**config.mk**
```make
export PLATFORM = sky130hd
export DESIGN_NAME = wiper_counter
export DESIGN_NICKNAME = d
export VERILOG_FILES = /design/src/rtl/wiper_pkg.sv /design/src/rtl/wiper_step.sv /design/src/rtl/wiper_src_sel.sv /design/src/rtl/wiper_tap_decode.sv /design/src/rtl/wiper_counter.sv
export SDC_FILE = /design/constraint.sdc
export NUM_CORES = 1
export LEC_CHECK = 0
export BUFFER_PORTS_ARGS = -buffer_cell sky130_fd_sc_hd__buf_2
export CAP_MARGIN = 0
export CORE_ASPECT_RATIO = 1.1
export CORE_MARGIN = 2
export CORE_UTILIZATION = 43
export CTS_CLUSTER_DIAMETER = 100
export DETAILED_ROUTE_END_ITERATION = 10
export MAX_ROUTING_LAYER = met4
export PLACE_DENSITY = 0.77
export SLEW_MARGIN = 40
export SYNTH_ARGS = -nofsm -noshare
export SYNTH_HDL_FRONTEND = slang
export SYNTH_HIERARCHICAL = 1
export SYNTH_SLANG_ARGS = --single-unit
```
**constraint.sdc**
```tcl
create_clock -name clk -period 2.1 [get_ports clk]
set_input_delay 0 -clock clk [delete_from_list [all_inputs] [get_ports clk]]
set_output_delay 0 -clock clk [all_outputs]
set_load 0.02 [all_outputs]
```
**src/rtl/wiper_pkg.sv**
```systemverilog
// Package: shared types for the wiper position counter.
// Assumes: only the counter's own modules import it.
package wiper_pkg;

    // Source that wins the position update in a cycle
    typedef enum logic [2:0] {
        SRC_HOLD = 3'd0,
        SRC_INIT = 3'd1,
        SRC_HOST = 3'd2,
        SRC_BANK = 3'd3,
        SRC_STEP = 3'd4
    } wiper_src_e;

endpackage

```
**src/rtl/wiper_step.sv**
```systemverilog
// Module: wiper_step
// Computes the position one tap up or down, and holds it at either end of the
// string (no wraparound).
// Assumes: purely combinational; the caller decides whether a step happens.
module wiper_step #(
    parameter int POS_W = 6
) (
    input  logic [POS_W-1:0] cur_pos,
    input  logic             dir_up,
    output logic [POS_W-1:0] step_pos
);
    localparam logic [POS_W-1:0] POS_MAX = '1;
    localparam logic [POS_W-1:0] POS_MIN = '0;

    // Saturating one-tap move in the requested direction
    always_comb begin
        if (dir_up) begin
            step_pos = (cur_pos == POS_MAX) ? cur_pos : POS_W'(cur_pos + 1'b1);
        end else begin
            step_pos = (cur_pos == POS_MIN) ? cur_pos : POS_W'(cur_pos - 1'b1);
        end
    end
endmodule

```
**src/rtl/wiper_src_sel.sv**
```systemverilog
// Module: wiper_src_sel
// Priority selection of the next wiper position: initial load, then host
// write, then bank load, then step.
// Assumes: bank_flat packs register k in bits [k*POS_W +: POS_W]; an
// out-of-range bank_sel makes the bank request count as absent.
module wiper_src_sel
    import wiper_pkg::*;
#(
    parameter int POS_W  = 6,
    parameter int NUM_DR = 4,
    localparam int SEL_W = (NUM_DR > 1) ? $clog2(NUM_DR) : 1
) (
    input  logic                    init_req,
    input  logic                    host_wr_en,
    input  logic [POS_W-1:0]        host_wr_data,
    input  logic                    bank_ld_en,
    input  logic [SEL_W-1:0]        bank_sel,
    input  logic [NUM_DR*POS_W-1:0] bank_flat,
    input  logic                    step_en,
    input  logic [POS_W-1:0]        step_pos,
    input  logic [POS_W-1:0]        cur_pos,
    output logic [POS_W-1:0]        nxt_pos,
    output wiper_src_e              nxt_src
);
    logic [POS_W-1:0] bank_arr [NUM_DR];
    logic             sel_ok;

    // Unpack the flat data-register bus into an indexed array
    for (genvar g = 0; g < NUM_DR; g++) begin : g_unpack
        assign bank_arr[g] = bank_flat[g*POS_W +: POS_W];
    end

    // Flag a bank index that points at an existing register
    always_comb sel_ok = (int'(bank_sel) < NUM_DR);

    // Fixed-priority choice of the update source and its value
    always_comb begin
        nxt_pos = cur_pos;
        nxt_src = SRC_HOLD;
        if (init_req) begin
            nxt_pos = bank_arr[0];
            nxt_src = SRC_INIT;
        end else if (host_wr_en) begin
            nxt_pos = host_wr_data;
            nxt_src = SRC_HOST;
        end else if (bank_ld_en && sel_ok) begin
            nxt_pos = bank_arr[bank_sel];
            nxt_src = SRC_BANK;
        end else if (step_en) begin
            nxt_pos = step_pos;
            nxt_src = SRC_STEP;
        end
    end
endmodule

```
**src/rtl/wiper_tap_decode.sv**
```systemverilog
// Module: wiper_tap_decode
// Registered decode of the position into one-hot tap enables; every tap is
// off while reset is asserted or before the first load is done.
// Assumes: synchronous active-low reset; pos_valid rises after the initial load.
module wiper_tap_decode #(
    parameter int POS_W = 6,
    localparam int TAPS = 1 << POS_W
) (
    input  logic             clk,
    input  logic             rst_n,
    input  logic             pos_valid,
    input  logic [POS_W-1:0] pos,
    output logic [TAPS-1:0]  tap_en
);
    logic [TAPS-1:0] tap_nxt;

    // One comparator per tap switch
    for (genvar t = 0; t < TAPS; t++) begin : g_tap
        assign tap_nxt[t] = pos_valid && (pos == POS_W'(t));
    end

    // Register the decoded switch enables
    always_ff @(posedge clk) begin
        if (!rst_n) begin
            tap_en <= '0;
        end else begin
            tap_en <= tap_nxt;
        end
    end
endmodule

```
**src/rtl/wiper_counter.sv**
```systemverilog
// Module: wiper_counter (top)
// Holds the wiper position of one channel. The position is loaded from data
// register 0 after reset, and afterwards changes by host write, bank load or
// saturating step. The top drives readback and registered one-hot tap enables.
// Assumes: synchronous active-low reset; at most one channel per instance.
module wiper_counter
    import wiper_pkg::*;
#(
    parameter int POS_W  = 6,
    parameter int NUM_DR = 4,
    localparam int SEL_W = (NUM_DR > 1) ? $clog2(NUM_DR) : 1,
    localparam int TAPS  = 1 << POS_W,
    localparam int RD_W  = POS_W + 2
) (
    input  logic                    clk,
    input  logic                    rst_n,
    input  logic                    host_wr_en,
    input  logic [POS_W-1:0]        host_wr_data,
    input  logic                    bank_ld_en,
    input  logic [SEL_W-1:0]        bank_sel,
    input  logic [NUM_DR*POS_W-1:0] bank_vals,
    input  logic                    step_en,
    input  logic                    step_up,
    output logic [POS_W-1:0]        wiper_pos,
    output logic [RD_W-1:0]         wiper_rdbk,
    output logic [TAPS-1:0]         tap_en
);
    logic [POS_W-1:0] pos_q;
    logic             loaded_q;
    logic [POS_W-1:0] step_pos;
    logic [POS_W-1:0] nxt_pos;
    wiper_src_e       nxt_src;

    wiper_step #(.POS_W(POS_W)) u_step (
        .cur_pos  (pos_q),
        .dir_up   (step_up),
        .step_pos (step_pos)
    );

    wiper_src_sel #(.POS_W(POS_W), .NUM_DR(NUM_DR)) u_sel (
        .init_req     (!loaded_q),
        .host_wr_en   (host_wr_en),
        .host_wr_data (host_wr_data),
        .bank_ld_en   (bank_ld_en),
        .bank_sel     (bank_sel),
        .bank_flat    (bank_vals),
        .step_en      (step_en),
        .step_pos     (step_pos),
        .cur_pos      (pos_q),
        .nxt_pos      (nxt_pos),
        .nxt_src      (nxt_src)
    );

    // Position register and the flag that marks the initial load done
    always_ff @(posedge clk) begin
        if (!rst_n) begin
            pos_q    <= '0;
            loaded_q <= 1'b0;
        end else begin
            if (nxt_src != SRC_HOLD) begin
                pos_q <= nxt_pos;
            end
            loaded_q <= 1'b1;
        end
    end

    wiper_tap_decode #(.POS_W(POS_W)) u_dec (
        .clk       (clk),
        .rst_n     (rst_n),
        .pos_valid (loaded_q),
        .pos       (pos_q),
        .tap_en    (tap_en)
    );

    // Readback views of the position
    always_comb begin
        wiper_pos  = pos_q;
        wiper_rdbk = {2'b00, pos_q};
    end
endmodule

```
* Word level (Yosys, flattened, before mapping) *
Cells that the tools add are included.

word-level totals
  memory bits (read-only) = 0
  output and inout bits = 78
  register bits = 71
  bits in latches = 0
  word-level logic and storage cells = 155
  bits of input ports = 38
  memory bits (writable) = 0
  memories kept = 0

cells by class
  divide/modulo/power cells = 0
  muxes and demuxes = 15
  multipliers = 0
  equal/unequal tests = 66
  reduce and logical (&&, ||, !) cells = 67
  shift-type cells = 0
  bitwise gates (word level) = 1
  $lt $le $gt $ge = 1
  add/subtract/negate cells = 2

operators by type and width
  cell                                                                 number
  6-bit == test (second input constant)                                32
  6-bit by 5-bit == test with 1-bit output (second input constant)     16
  1-bit logical AND                                                    64
  6-bit 2-to-1 mux                                                     9
  6-bit by 4-bit == test with 1-bit output (second input constant)     8
  6-bit by 3-bit == test with 1-bit output (second input constant)     4
  6-bit binary-select mux with 2-bit select                            1
  6-bit by 2-bit == test with 1-bit output (second input constant)     2
  3-bit 2-to-1 mux                                                     4
  5-bit inequality test (second input constant)                        2
  6-bit by 1-bit adder with 6-bit output (second input constant)       1
  6-bit by 1-bit == test with 1-bit output (second input constant)     1
  6-bit logical NOT                                                    1
  6-bit by 1-bit subtractor with 6-bit output (second input constant)  1
  4-bit inequality test (second input constant)                        1
  4-bit AND reduction                                                  1
  3-bit >= comparator (second input constant)                          1
  2-bit NOT with 3-bit output                                          1
  3-bit nonzero test                                                   1
  1-bit 2-to-1 mux                                                     1

* Logic depth before layout (Yosys ltp) *
Gate-level depths: netlist (run 1).

  depth after elaboration = 7
  mapped depth = 10
  depth with buffers taken out = 10

* Modules after synthesis *
The synthesis (run 1) kept the hierarchy.

modules (own cells, without submodules)
  module            sequential area each (µm²)  area an instance (µm²)  cells each  instances
  wiper_tap_decode  1281.2                      1751.7                  157         1
  wiper_src_sel     0.0                         485.5                   54          1
  wiper_step        0.0                         351.6                   52          1
  wiper_counter     140.1                       334.1                   37          1

* Worst setup path before layout (run 1) *
No wires, ideal clock.

  kind = register to register
  start = register pos_q[0], in the netlist wiper_pos[0]
  end = register pos_q[4], in the netlist wiper_pos[4]
  arrival = 2075 ps
  setup time = 132 ps
  period minus slack after synthesis = 2207 ps
  data required time = 1968 ps
  stages on the path, launching flop included = 11
  path slack = -107 ps
  path through = dfxtp_1 inv_1 ha_1 nor3b_1 xor2_1 a22o_1 mux2_2 a22oi_1 a21oi_1 nand2_1 mux2i_1

on the way
  word-level cells in the longest chain between the ends = 7
  elaborated cells between the ends (all ways) = 14
  classes of those cells = add/sub (2); eq/ne (3); mux (7); reduce/logical (2)

ends and longest elaborated chain
  element                                                                                                RTL line                            source
  start: declaration                                                                                     wiper_counter.sv:28                 logic [POS_W-1:0] pos_q;
  start signal: assignment                                                                               wiper_counter.sv:61                 pos_q <= nxt_pos;
  6-bit by 1-bit subtractor with 6-bit output or 6-bit by 1-bit adder with 6-bit output (tied branches)  wiper_step.sv:20, wiper_step.sv:18
  6-bit 2-to-1 mux, on equally long branches                                                             wiper_step.sv:20, wiper_step.sv:18
  6-bit 2-to-1 mux *                                                                                     wiper_step.sv:17                    if (dir_up) begin
  net step_pos[4]                                                                                        wiper_counter.sv:30                 logic [POS_W-1:0] step_pos;
  6-bit 2-to-1 mux *                                                                                     wiper_src_sel.sv:49                 end else if (step_en) begin
  6-bit 2-to-1 mux *                                                                                     wiper_src_sel.sv:46                 end else if (bank_ld_en && sel_ok) begin
  6-bit 2-to-1 mux *                                                                                     wiper_src_sel.sv:43                 end else if (host_wr_en) begin
  6-bit 2-to-1 mux *                                                                                     wiper_src_sel.sv:40                 if (init_req) begin
  net nxt_pos[4]                                                                                         wiper_counter.sv:31                 logic [POS_W-1:0] nxt_pos;

Mark *: on every way through the listed nets, which the timed path passes. The rest lies on a longest branch. The select of a mux whose other input is x is not followed.
A chain may end at the register's enable or synchronous reset.

* Final worst setup path (run 1) *
  start = register pos_q[2], in the netlist wiper_pos[2]
  end = register pos_q[5], in the netlist wiper_pos[5]

Same word-level chain as after synthesis.

==> flow_summary.json, run 1 <==
{
  "p_total_mw": 2.88,
  "cp.arrival_ps": 2350,
  "power_density_mw_per_mm2": 755,
  "netlist_instances": 300,
  "cts_tree": "built",
  "yosysSeqAreaShare_pct": 48.6,
  "htree_levels": 3,
  "final_cell_area_mm2": 0.00382,
  "die_w_um": 82.6,
  "skew_ps": 7.01,
  "crit_path_cell_trace": "or4_4, or4_1, o211ai_1, mux2_4, a22oi_1, a21oi_1, nand2_1, mux2i_1",
  "hold_viol_final": 0,
  "setup_viol": 0,
  "yosys_warnings": 6,
  "cp-start-kind": "register",
  "cts_buffers": 9,
  "gp_congestion": 0.904,
  "ys_ff_latch": 71,
  "synth_cell_types": 52,
  "maxCapViolCount": 0,
  "io_pins": 116,
  "worstSetupPathType": "register to register",
  "max_freq_mhz": 481,
  "slowest_delay_ps": 540,
  "num_vias": 2545,
  "row_count": 31,
  "wire_per_inst_um": 14.1,
  "hold_class": "primary input to register",
  "cellLeakagePower_nw": 1.73,
  "status": "finished, final reports clean",
  "rsz0062_at_grt": "true",
  "track_usage_pct": 20.1,
  "hold_slack_ps": 41.7,
  "intPower_mw": 2.04,
  "antenna_found_initial": 0,
  "drc": 0,
  "nets": 456,
  "cts.sinks": 71,
  "io_buffers": 113,
  "cts_buffer_depth": 2,
  "clkPwrFrac_pct": 34.8,
  "cp_slowest_cell": "or4_4",
  "diodes": 0,
  "finalCriticalPeriod_ps": 2080,
  "area.growth.synth_to_final_pct": 30.6,
  "start_util_pct": 44.3,
  "rrSetupSlack_ps": 20,
  "netlist_area_mm2": 0.00292,
  "grt_pass1_wl_mm": 11.5,
  "drtPass1Iterations": 4,
  "synthFlopType": "dfxtp_1",
  "grt_overflow_total": 0,
  "cpLargestDelayFamily": "simple AND/OR/NAND/NOR gates",
  "worstSkewPairLatency_ps": 340,
  "async_flop_share_pct": 0,
  "via_per_inst": 5.07,
  "vdd_ir_drop_max_mv": 0.576,
  "p_switching_mw": 0.843,
  "slew_headroom_pct": 52.1,
  "wl_mm": 7.07,
  "cp.required_ps": 2380,
  "power.share.combinational_pct": 17.1,
  "dieHeight_um": 90.5,
  "drtIter0Drc": 117,
  "p_seq_share_pct": 48.1,
  "fin_crit_sh_pct": 99.0,
  "dp_hpwl_mm": 5.15,
  "first_global_vias": 2421,
  "postPlaceCellArea_mm2": 0.00359,
  "dieArea_mm2": 0.00747,
  "postLayoutCoreUtil_pct": 57.9,
  "synth_edf_count": 0,
  "drive_above_1_share_pct": 43.1,
  "swShare_pct": 29.3,
  "path_max_fanout": 5,
  "setup.worst_path.end_class": "register",
  "ant_nets": 0,
  "cts_root_buf": "clkbuf_8",
  "cts_setup_buffers": 0,
  "grt_max_degree": 34,
  "tightest_slew_ps": 714,
  "clkSlewWorstSetupHoldPaths_ps": 80,
  "final_max_slew_viol_count": 0,
  "avgSynthCellArea_um2": 9.74,
  "coreArea_mm2": 0.00659,
  "timing.critical_path.buf_inv": 0
}
==> registers in the layout, summed over array words and instances (netlist names) <==
signal,flops
u_dec/tap_en,64
wiper_pos,6
loaded_q,1
==> repair_timing <==
action,4_1_cts,5_1_grt
gates resized for setup,0,9
endpoints found under the setup margin,0,6
hold buffers,1,0
hold endpoints to repair,1,0
==> per-layer routing <==
layer / routed length (um) / share of wire, % / vias up / GRT usage (%)
met4: 136 / 1.9 / 0 / 6.01
met2: 3420 / 48 / 121 / 33.3
met5: 0 / 0 / - / -
met1: 2980 / 42 / 1139 / 23.7
met3: 537 / 7.6 / 17 / 5.10
li1: - / - / 1268 / -
==> Yosys cell counts, types with 3 or more instances <==
cell type / count / area (um^2)
dfxtp_1: 71 / 1420
nor3_1: 3 / 15.0
nor2b_1: 8 / 50.1
clkbuf_1: 12 / 45.0
or4b_1: 4 / 40.0
nand2_1: 13 / 48.8
nand3_1: 5 / 25.0
a21oi_1: 9 / 45.0
buf_4: 8 / 60.1
a22oi_1: 6 / 45.0
inv_1: 5 / 18.8
mux2_2: 14 / 158
a221oi_2: 4 / 60.1
ha_1: 3 / 37.5
mux2i_1: 6 / 60.1
nand4bb_1: 7 / 78.8
nand4b_1: 6 / 52.6
mux2_4: 4 / 60.1
nor2_1: 67 / 251
buf_2: 4 / 20.0
==> metrics by stage <==
stage	TNS (ps)	instances	worst slack, ps
final	0	502	21.6
after global routing	-415	502	-146
after CTS	0	502	20.2
after detailed placement	0	485	48.9
after global placement	0	485	23.6
after floorplan	0	301	74.9
==> kinds of logic after synthesis <==
logic type / synth area share (%)
simple gates: 24.6
other cells: 0.128
fa+ha+maj: 1.28
compound gates: 9.12
xor+xnor: 0.899
mux: 9.50
buf+inv: 5.82
flops: 48.6
==> power groups by stage <==
stage | Clock [mW] | Sequential, mW | Combinational [mW]
after floorplan | 0 | 1.45 | 0.299
after global placement | 0 | 1.42 | 0.476
after detailed placement | 0 | 1.42 | 0.479
after CTS | 1.02 | 1.38 | 0.483
after global routing | 1.08 | 1.39 | 0.542
final | 1.00 | 1.39 | 0.494
==> final timing paths <==
check | from | end | depth (start not counted)
worst max-delay path | wiper_pos[2] | wiper_pos[5] | 8
worst min-delay path | bank_vals[4] | wiper_pos[4] | 5
worst max register to register | wiper_pos[2] | wiper_pos[5] | 8
worst min register to register | wiper_pos[3] | wiper_pos[3] | 3
==> worst register-to-register path, cell delays in order (launching register included) <==
cell and delay, ps:
dfxtp_2 350, or4_4 540, or4_1 420, o211ai_1 120, mux2_4 180, a22oi_1 70, a21oi_1 160, nand2_1 60
mux2i_1 120
==> cells in the final DEF (no fill, tap or decap), drive strengths merged, types with 7 or more instances in the layout <==
cell       n
dfxtp     71
nor2b      8
nand2     13
clkbuf     9
nand4bb    7
a21oi      9
inv        9
mux2      18
buf      129
nor2      67
==> cell type report <==
type                    instances  area, um^2
repair buffers                130         716
clock buffers                   9         124
flip-flops and latches         71        1430
well taps                      82         103
clock inverters                 7        61.3
fillers                       596        2780
inverters                       5        18.8
multi-input cells             198        1360
No activity file was read; power rests on OpenSTA's default activity.
==> run 2, diff against run 1 <==
--- a/config.mk
+++ b/config.mk
@@ -5,11 +5,12 @@
 export SDC_FILE = /design/constraint.sdc
 export NUM_CORES = 1
 export LEC_CHECK = 0
+export ABC_AREA = 1
 export BUFFER_PORTS_ARGS = -buffer_cell sky130_fd_sc_hd__buf_2
 export CAP_MARGIN = 0
 export CORE_ASPECT_RATIO = 1.1
-export CORE_MARGIN = 2
-export CORE_UTILIZATION = 43
+export CORE_MARGIN = 3
+export CORE_UTILIZATION = 44
 export CTS_CLUSTER_DIAMETER = 100
 export DETAILED_ROUTE_END_ITERATION = 10
 export MAX_ROUTING_LAYER = met4
==> run 2 against run 1 <==
Compared with the run above:
- global-route usage fell by 0.93 points
- via count grew 17%
- wire length is 7.1% higher
- sequential power about the same
- flip-flop and latch count did not move
- non-clock buffer count fell by 10
- maximum frequency grew 10%
- worst hold slack improved by 14 ps
- cell count up 29%
- final area grew 2.4%
- critical endpoint is now wiper_pos[3]
- largest cell class unchanged
==> flow_summary.json, run 2 <==
{
  "sequential_cell_area_mm2": 0.00142,
  "clkSlewWorstSetupHoldPaths_ps": 70,
  "yosys_warnings": 6,
  "p_total_mw": 2.97,
  "area.growth.synth_to_final_pct": 24.3,
  "synthTopCellsByCount": "nand2_1, nor2_1, dfxtp_1, inv_1, nand3_1",
  "grt_pass1_wl_mm": 12.1,
  "postPlaceCellArea_mm2": 0.00369,
  "async_flop_share_pct": 0,
  "power.share.combinational_pct": 16.3,
  "drtIter0Drc": 133,
  "layout_common_cells": "nand2_1, buf_2, nor2_1",
  "cts_setup_buffers": 0,
  "fin_tns_setup_ps": 0,
  "yosys.cell_count.top_type": "nand2_1",
  "wire_per_inst_um": 11.7,
  "netlist_area_mm2": 0.00315,
  "dieArea_mm2": 0.00820,
  "synth_top_family_by_area": "simple AND/OR/NAND/NOR gates",
  "synthAdderAreaFrac_pct": 1.19,
  "hold_class": "primary input to register",
  "first_global_vias": 2671,
  "synth-compound-area-share_pct": 4.53,
  "wl_mm": 7.57,
  "cp.arrival_ps": 2150,
  "cp-start-kind": "register",
  "num_vias": 2981,
  "rrSetupSlack_ps": 220,
  "dieHeight_um": 94.7,
  "power_density_mw_per_mm2": 760,
  "dp_slack_ps": 173,
  "hold_viol_final": 0,
  "worstSetupPathType": "register to register",
  "synthTopCellsByArea": "dfxtp_1, nand2_1, nor2_1",
  "max_freq_mhz": 531,
  "final_cell_area_mm2": 0.00391,
  "io_buffers": 113,
  "path_max_fanout": 5,
  "io_pins": 116,
  "rsz0062_at_grt": "false",
  "setup_viol": 0,
  "fin_crit_sh_pct": 89.7,
  "htree_levels": 3,
  "synthSimpleGateAreaFrac_pct": 33.7,
  "cts.sinks": 71,
  "grt_overflow_total": 0,
  "drc": 0,
  "drtPass1Iterations": 4,
  "synth_top_area_share_pct": 45.2,
  "cts_root_buf": "clkbuf_8",
  "cellLeakagePower_nw": 2.19,
  "largest_reg_flops": 64,
  "synth_cell_types": 25,
  "max_flop_register": "u_dec/tap_en",
  "synth-xor-area-share_pct": 0.835,
  "cts_buffers": 9,
  "row_count": 31,
  "cts_buffer_depth": 2,
  "grt_max_degree": 17,
  "coreArea_mm2": 0.00675,
  "diodes": 0,
  "clkPwrFrac_pct": 36.7,
  "yosys.area.top_type": "dfxtp_1",
  "skew_ps": 5.60,
  "ys_ff_latch": 71,
  "maxCapViolCount": 0,
  "gp_congestion": 0.951,
  "dpl.cell_count": 631,
  "synth_edf_count": 0,
  "p_switching_mw": 0.857,
  "drive_above_1_share_pct": 28.8,
  "cp.required_ps": 2370,
  "timing.final.ws_setup_ps": 216,
  "setup.worst_path.end_class": "register",
  "netlist_instances": 449,
  "start_util_pct": 46.6,
  "avgSynthCellArea_um2": 7.01,
  "final_max_slew_viol_count": 0,
  "die_w_um": 86.6,
  "synth.area.mux_share_pct": 0,
  "status": "finished, final reports clean",
  "synthFlopType": "dfxtp_1",
  "stdcell_count": 648,
  "swShare_pct": 28.8,
  "p_seq_share_pct": 47.0,
  "vdd_ir_drop_max_mv": 0.510,
  "cts_tree": "built",
  "antenna_found_initial": 0,
  "yosysSeqAreaShare_pct": 45.2,
  "fillers": 657,
  "multiInputGateArea_mm2": 0.00127,
  "nets": 602,
  "track_usage_pct": 19.2,
  "intPower_mw": 2.12,
  "finalCriticalPeriod_ps": 1880,
  "worstSkewPairLatency_ps": 330,
  "via_per_inst": 4.60,
  "dp_hpwl_mm": 5.76,
  "ant_nets": 0
}
run 2: power groups by stage:
stage,Clock [mW],Combinational [mW],Sequential [mW]
final,1.09,0.486,1.40
after CTS,1.11,0.483,1.40
after floorplan,0,0.334,1.45
after global placement,0,0.478,1.43
after global routing,1.16,0.548,1.40
after detailed placement,0,0.479,1.43
run 2: layer usage:
metal	track usage, %	vias up	share of wire [%]
met5	-	-	0
met4	7.92	0	1.8
met3	3.40	13	7.4
met2	31.3	116	46
met1	23.5	1304	45
li1	-	1548	-
run 2: stage by stage:
stage          util [%]  hold slack (ps)
2_1_floorplan         -             27.7
3_3_place_gp       54.7              231
3_5_place_dp       54.7              229
4_1_cts            57.9             36.7
5_1_grt            57.9             86.1
6_report           57.9             56.0
run 2: area by class of cell:
| class | instances | area share (%) |
|---|---|---|
| flip-flops and latches | 71 | 36.4 |
| well taps | 82 | 2.62 |
| repair buffers | 120 | 15.9 |
| multi-input cells | 283 | 32.5 |
| inverters | 76 | 7.30 |
| clock buffers | 10 | 3.52 |
| clock inverters | 6 | 1.73 |
run 2: cell families (layout without fill, tap and decap cells):
| kind of cell | Yosys count | after routing |
|---|---|---|
| and+or+nand+nor | 251 | 251 |
| buffers and inverters | 96 | 212 |
| DFF | 71 | 71 |
| AOI/OAI and AO/OA | 24 | 24 |
| adders and majority gates | 3 | 3 |
| xor gates and xnor gates | 3 | 3 |
| other | 1 | 2 |
run 2: repair_timing:
action | CTS | global route
endpoints found under the setup margin | 0 | 4
hold buffers | 1 | 0
gates resized for setup | 0 | 3
hold endpoints to repair | 7 | 0
run 2: worst paths after layout:
| path | end | startpoint | cells past startpoint |
|---|---|---|---|
| max reg2reg | wiper_pos[3] | wiper_pos[0] | 15 |
| min reg2reg | wiper_pos[4] | wiper_pos[4] | 4 |
| min | wiper_pos[4] | bank_vals[4] | 5 |
| max | wiper_pos[3] | wiper_pos[0] | 15 |
run 2: worst max-delay path: stages, from the launching register on:
cell and delay (ps):
dfxtp_2 380, ha_1 250, nand2_4 90, nor2_8 130
nand3_4 100, o21ai_0 130, nand2_1 80, nand2_1 70
inv_1 40, nand2_1 50, nand3_1 80, nand2_1 70
inv_1 50, a21oi_2 150, a21oi_1 50, nor2_1 110
==> run 3, diff against run 2 <==
--- a/config.mk
+++ b/config.mk
@@ -6,15 +6,15 @@
 export NUM_CORES = 1
 export LEC_CHECK = 0
 export ABC_AREA = 1
-export BUFFER_PORTS_ARGS = -buffer_cell sky130_fd_sc_hd__buf_2
 export CAP_MARGIN = 0
 export CORE_ASPECT_RATIO = 1.1
 export CORE_MARGIN = 3
-export CORE_UTILIZATION = 44
+export CORE_UTILIZATION = 56
 export CTS_CLUSTER_DIAMETER = 100
 export DETAILED_ROUTE_END_ITERATION = 10
+export DONT_BUFFER_PORTS = 1
 export MAX_ROUTING_LAYER = met4
-export PLACE_DENSITY = 0.77
+export PLACE_DENSITY = 0.76
 export SLEW_MARGIN = 40
 export SYNTH_ARGS = -nofsm -noshare
 export SYNTH_HDL_FRONTEND = slang
==> run 3 against run 2 <==
Compared with the run above:
- worst hold slack lost 38 ps
- critical endpoint is now wiper_pos[1]
- critical path type unchanged
- maximum frequency up 0.35%
- final area is 12% lower
==> flow_summary.json, run 3 (same netlist as run 2, synthesis figures left out) <==
{
  "status": "finished, final reports clean",
  "grt_pass1_wl_mm": 11.3,
  "max_freq_mhz": 533,
  "coreArea_mm2": 0.00540,
  "clkSlewWorstSetupHoldPaths_ps": 70,
  "rsz0062_at_grt": "true",
  "dieHeight_um": 84.6,
  "cellLeakagePower_nw": 1.67,
  "dp_slack_ps": 172,
  "row_count": 28,
  "skew_ps": 6.60,
  "first_global_vias": 2481,
  "rr_worst_depth": 16,
  "vdd_ir_drop_max_mv": 0.444,
  "fin_tns_setup_ps": 0,
  "drtPass1Iterations": 4,
  "postLayoutCoreUtil_pct": 63.6,
  "start_util_pct": 58.3,
  "maxCapViolCount": 0,
  "hold_depth": 5,
  "p_total_mw": 2.89,
  "io_buffers": 0,
  "final_cell_area_mm2": 0.00343,
  "via_per_inst": 4.90,
  "cts_root_buf": "clkbuf_8",
  "cts_setup_buffers": 0,
  "setup.worst_path.end_class": "register",
  "area.growth.synth_to_final_pct": 9.11,
  "worstSetupPathType": "register to register",
  "crit_path_cell_trace": "inv_1, ha_1, inv_1, nor2_1, nand3_2, o21ai_1, nand2_1, nand2_1, inv_1, nand2_1, nand3_1, nand2_1, inv_1, a21oi_2, a21oi_1, nor2_1",
  "setup_viol": 0,
  "slowest_delay_ps": 350,
  "cp.arrival_ps": 2150,
  "path_max_fanout": 4,
  "largest_reg_flops": 64,
  "layout_commonest_cell": "nand2_1",
  "finalCriticalPeriod_ps": 1880,
  "power_density_mw_per_mm2": 841,
  "ant_nets": 0,
  "drive_above_1_share_pct": 11.6,
  "cts_buffers": 9,
  "die_w_um": 77.5,
  "cp_slowest_cell": "dfxtp_1",
  "cts_tree": "built",
  "wire_per_inst_um": 12.7,
  "postPlaceCellArea_mm2": 0.00316,
  "htree_levels": 3,
  "num_vias": 2646,
  "cts_buffer_depth": 2,
  "hold_slack_ps": 17.7,
  "final_max_slew_viol_count": 0,
  "cts.sinks": 71,
  "hold_class": "primary input to register",
  "timing.final.ws_setup_ps": 223,
  "layout_common_cells": "nand2_1, nor2_1, dfxtp_1",
  "drc": 0,
  "worstSkewPairLatency_ps": 340,
  "antenna_found_initial": 0,
  "gp_congestion": 0.920,
  "nets": 501,
  "fin_crit_sh_pct": 89.4,
  "stdcell_count": 540,
  "hold_viol_final": 0,
  "drtIter0Drc": 157,
  "cp.required_ps": 2380,
  "dieArea_mm2": 0.00655,
  "wl_mm": 6.85,
  "grt_overflow_total": 0,
  "io_pins": 116,
  "diodes": 0,
  "dpl.cell_count": 517,
  "grt_max_degree": 17,
  "max_flop_register": "u_dec/tap_en",
  "cp-start-kind": "register",
  "dp_hpwl_mm": 5.10,
  "track_usage_pct": 21.9
}
run 3: timing repair:
item                                    in CTS  in global routing
resized for setup                            0                  2
endpoints found under the setup margin       0                  5
hold buffers                                 7                  0
hold endpoints to repair                     7                  0
run 3: layer usage:
metal | vias to the layer above | global-route usage [%] | routed length (um)
met5 | - | - | 0
met4 | 0 | 8.25 | 148
met3 | 16 | 6.76 | 594
met2 | 116 | 37.2 | 3300
met1 | 1167 | 24.0 | 2810
li1 | 1347 | - | -
run 3: worst paths after layout:
path           startpoint           end  slack [ps]
max          wiper_pos[1]  wiper_pos[1]         220
min            host_wr_en  wiper_pos[2]          20
max reg2reg  wiper_pos[1]  wiper_pos[1]         220
min reg2reg  wiper_pos[0]  wiper_pos[0]         770
run 3: worst max-delay path: cells and delay by family (launching register included):
kind	cells	cell delay [ps]
flops	1	350
buf+inv	4	260
compound gates	3	330
simple gates	8	720
fa+ha+maj	1	160
run 3: where the power goes:
group	leakage [nW]	internal, mW	switching, mW
Combinational	1.01	0.145	0.288
Sequential	0.574	1.37	0.0355
Clock	0.0891	0.554	0.499
Total	1.67	2.06	0.822
run 3: layout make-up:
cell class                 count  area, um^2
sequential                    71        1420
timing repair buffer          19         160
multi-input combinational    283        1270
inverter                      76         285
clock inverter                 6        70.1
fill                         504        1960
clock buffer                  10         128
tap                           75        93.8
